==> src/rtl/tsw_pkg.sv <==
package tsw_pkg;

    typedef enum logic [1:0] {
        RSN_CALL = 2'd0,
        RSN_JMP  = 2'd1,
        RSN_IRET = 2'd2,
        RSN_GATE = 2'd3
    } tsw_reason_e;

    typedef enum logic [2:0] {
        ST_IDLE,
        ST_FETCH_NEW,
        ST_FETCH_OLD,
        ST_WR_OLD,
        ST_WR_NEW
    } tsw_state_e;

    localparam logic [7:0] VEC_BAD_TSS = 8'd10;
    localparam logic [7:0] VEC_NOT_PRS = 8'd11;
    localparam logic [7:0] VEC_GEN_PRT = 8'd13;

    localparam logic [3:0] BUSY_MASK = 4'b0010;

endpackage

==> src/rtl/tsw_desc_check.sv <==
module tsw_desc_check
    import tsw_pkg::*;
#(
    parameter int LIM_W = 32,
    parameter int MIN32 = 103,
    parameter int MIN16 = 43
) (
    input  logic [3:0]       dtype,
    input  logic             present,
    input  logic [LIM_W-1:0] limit,
    input  logic             is_iret,
    output logic             ok,
    output logic [7:0]       vec,
    output logic             is16
);
    logic             type_ok;
    logic             busy;
    logic [LIM_W-1:0] min_lim;

    always_comb begin
        type_ok = ~dtype[2] & dtype[0];
        busy    = dtype[1];
        is16    = ~dtype[3];
        min_lim = dtype[3] ? LIM_W'(MIN32) : LIM_W'(MIN16);
        ok      = 1'b0;
        vec     = VEC_BAD_TSS;
        if (!type_ok) begin
            vec = VEC_BAD_TSS;
        end else if (!present) begin
            vec = VEC_NOT_PRS;
        end else if (limit < min_lim) begin
            vec = VEC_BAD_TSS;
        end else if (is_iret && !busy) begin
            vec = VEC_BAD_TSS;
        end else if (!is_iret && busy) begin
            vec = VEC_GEN_PRT;
        end else begin
            ok = 1'b1;
        end
    end

endmodule

==> config.mk <==
export PLATFORM = sky130hd
export DESIGN_NAME = tsw_desc_check
export DESIGN_NICKNAME = d
export VERILOG_FILES = /design/src/rtl/tsw_pkg.sv /design/src/rtl/tsw_desc_check.sv
export SDC_FILE = /design/constraint.sdc
export NUM_CORES = 1
export LEC_CHECK = 0
export BUFFER_PORTS_ARGS = -buffer_cell sky130_fd_sc_hd__buf_2
export CORE_AREA = 4 4 41 43
export DETAILED_ROUTE_END_ITERATION = 8
export DIE_AREA = 0 0 45 47
export PLACE_DENSITY_LB_ADDON = 0.08
export SETUP_SLACK_MARGIN = 0.3
export SYNTH_ARGS = -nofsm -noshare
export SYNTH_HDL_FRONTEND = slang
export SYNTH_SLANG_ARGS = --single-unit
==> constraint.sdc <==
create_clock -name vclk -period 2.69
set_input_delay 0.538 -clock vclk [all_inputs]
set_output_delay 0.538 -clock vclk [all_outputs]
set_load 0.05 [all_outputs]
==> flow_summary_export.csv <==
group,metric,value,unit
routing,route.antenna.remaining_nets,0,
routing,vias,422,
power,power.share.switching,56.0,%
final_layout,n_clock_buffer,0,
worst_hold_path,timing.hold.worst.class,"in2out",
final_layout,sequential_cell_area,0,µm²
yosys,postSynthAreaPerCell,6.74,µm²
flow_run,drv.max_cap_violation_count,0,
critical_path,worstSetupStartpointType,"input pin",
yosys,synthDistinctLibCells,17,
power,sequentialPowerShare,0,%
yosys,yosysWarnings,0,
power,power_per_cell_area,146,mW/mm²
power,total_power,0.0859,mW
routing,starting_drc_count_in_detailed_routing,3,
grt,gr-total-overflow,0,
power,internal-power,0.0377,mW
power,worst_ir_drop_vdd,77.0,µV
grt,grt-busiest-layer,"met2",
critical_path,critPathCaptureType,"output pin",
power,clockPowerShare,0,%
floorplanning,design.die.area,0.00212,mm²
clock_network,cts.repair_timing.setup_buffer_count,0,
sta,min_period,2.52,ns
critical_path,cp_data_arrival_time,1.98,ns
critical_path,worst-setup-path-type,"in2out",
sta,timing.final.crit_share,93.7,%
grt,grt_util_met3,0,%
power,comb_power_share,100.0,%
sta,setup_repair_after_global_routing_missed_its_margin,"yes",
grt,gr-usage-all-layers,8.66,%
critical_path,worst_path_required,2.15,ns
final_layout,finish.instance_area,589,µm²
sta,timing.hold.ws,1.46,ns
placement,dpl_cell_area,533,µm²
grt,grt_use_met2,17.5,%
placement,dp_slack,0.0768,ns
grt,global_route.usage.met1,10.8,%
yosys,synthesis.instances,36,
final_layout,drive_gt1_share,68.4,%
final_layout,flow.area_growth_from_synthesis,143,%
yosys,synthesis.area,243,µm²
routing,avgViaCountPerCell,4.49,
sta,setup_viol_count_final,0,
floorplanning,floorplan.io_pins,48,
grt,grt_max_degree,5,
sta,final_hold_viol_count,0,
grt,first_global_vias,398,
floorplanning,die_w,45,µm
routing,drt-wirelength-per-cell,10.2,µm
yosys,synth_seq_area_share,0,%
floorplanning,initial_core_util,18.7,%
power,total_switching_power,0.0481,mW
sta,final.setup.worst_slack,0.169,ns
sta,setup_tns,0,ns
grt,grt_pass1_wl,1450,µm
final_layout,num_antenna_cells,0,
routing,firstDrtPassIters,2,
floorplanning,chipHeight,47,µm
sta,achievable_freq,0.397,GHz
final_layout,n_sequential_cell,0,
grt,antenna_found_initial,0,
routing,remaining_drc_errors,0,
floorplanning,placementRows,13,
status,status,"finished, final reports clean",
placement,numPortBuffers,43,
final_layout,nNetsFinal,123,
critical_path,critical_path_peak_fanout,3,
power,power.leakage,0.279,nW
placement,place.gp.congestion,0.678,
clock_network,cts_hold_buf,0,
routing,wirelength,959,µm
floorplanning,floorplan.core_area,0.00130,mm²
sta,drv_slew,0,
-- cell usage in the layout, fill, tap and decap left out, drive strengths merged, types with 2 or more instances in the layout --
cell type | Yosys | layout
buf | 5 | 45
nor4 | 6 | 6
conb | 2 | 5
ha | 4 | 4
nand2 | 3 | 3
nor2 | 2 | 2
nand4 | 2 | 2
nor3 | 2 | 2
-- final cells by class --
cell class / instances / area (µm²)
Timing Repair Buffer: 45 / 269
Inverter: 2 / 11.3
Tap cell: 15 / 18.8
Multi-Input combinational cell: 32 / 290
Fill cell: 139 / 712
-- critical path, cell delays in order --
cell and delay (ns):
sky130_fd_sc_hd__buf_8 0.09, sky130_fd_sc_hd__clkinvlp_4 0.10, sky130_fd_sc_hd__ha_4 0.27, sky130_fd_sc_hd__nand4_1 0.07
sky130_fd_sc_hd__a211o_1 0.28, sky130_fd_sc_hd__nor3b_4 0.16, sky130_fd_sc_hd__or3_4 0.32, sky130_fd_sc_hd__buf_6 0.16
-- metrics by stage --
stage	util, %	cells
floorplan	-	39
finish	45.3	94
CTS	45.0	94
detailed placement	41.0	94
global placement	41.0	94
global route	45.3	94
-- synthesized netlist by cell type --
cell type,n,area (µm²)
sky130_fd_sc_hd__nor4_1,6,37.5
sky130_fd_sc_hd__buf_4,5,37.5
sky130_fd_sc_hd__ha_1,4,50.1
sky130_fd_sc_hd__nand2_1,3,11.3
sky130_fd_sc_hd__conb_1,2,7.51
sky130_fd_sc_hd__inv_1,2,7.51
sky130_fd_sc_hd__nand4_1,2,12.5
sky130_fd_sc_hd__nor2_1,2,7.51
sky130_fd_sc_hd__nor3_1,2,10.0
sky130_fd_sc_hd__a211o_1,1,8.76
sky130_fd_sc_hd__a211oi_1,1,7.51
sky130_fd_sc_hd__a311oi_1,1,8.76
sky130_fd_sc_hd__nand2b_1,1,6.26
sky130_fd_sc_hd__nand3_1,1,5.00
sky130_fd_sc_hd__nor2b_1,1,6.26
sky130_fd_sc_hd__nor3b_2,1,12.5
sky130_fd_sc_hd__or3_1,1,6.26
-- cell families after synthesis --
family | Yosys count | share of synthesized area (%)
AOI/OAI and AO/OA | 3 | 10.3
buffers and inverters | 7 | 18.6
and+or+nand+nor | 20 | 47.4
adders and majority gates | 4 | 20.6
other | 2 | 3.09
-- power groups by stage --
stage | sequential [mW] | combinational [mW] | clock [mW]
2_1_floorplan | 0 | 0.0496 | 0
3_3_place_gp | 0 | 0.0784 | 0
3_5_place_dp | 0 | 0.0789 | 0
4_1_cts | 0 | 0.0864 | 0
5_1_grt | 0 | 0.0941 | 0
6_report | 0 | 0.0859 | 0
-- what timing repair did --
item | in CTS | in global routing
pin swaps | 1 | 0
cloned | 0 | 0
resized for setup | 13 | 1
setup endpoints to repair | 4 | 4
-- per-layer routing --
metal | routed length (µm) | vias up | part of all wire [%]
met5 | 0 | - | 0
met4 | 0 | 0 | 0
met2 | 495 | 30 | 52
met1 | 338 | 178 | 35
met3 | 124 | 0 | 13
li1 | - | 214 | -
-- path summary, 6_finish.rpt --
path	startpoint	end	slack, ns	depth (start not counted)
setup / recovery	dtype[3]	vec[1]	0.17	8
hold / removal	present	vec[0]	1.46	3
Power figures use the tool's default switching activity.
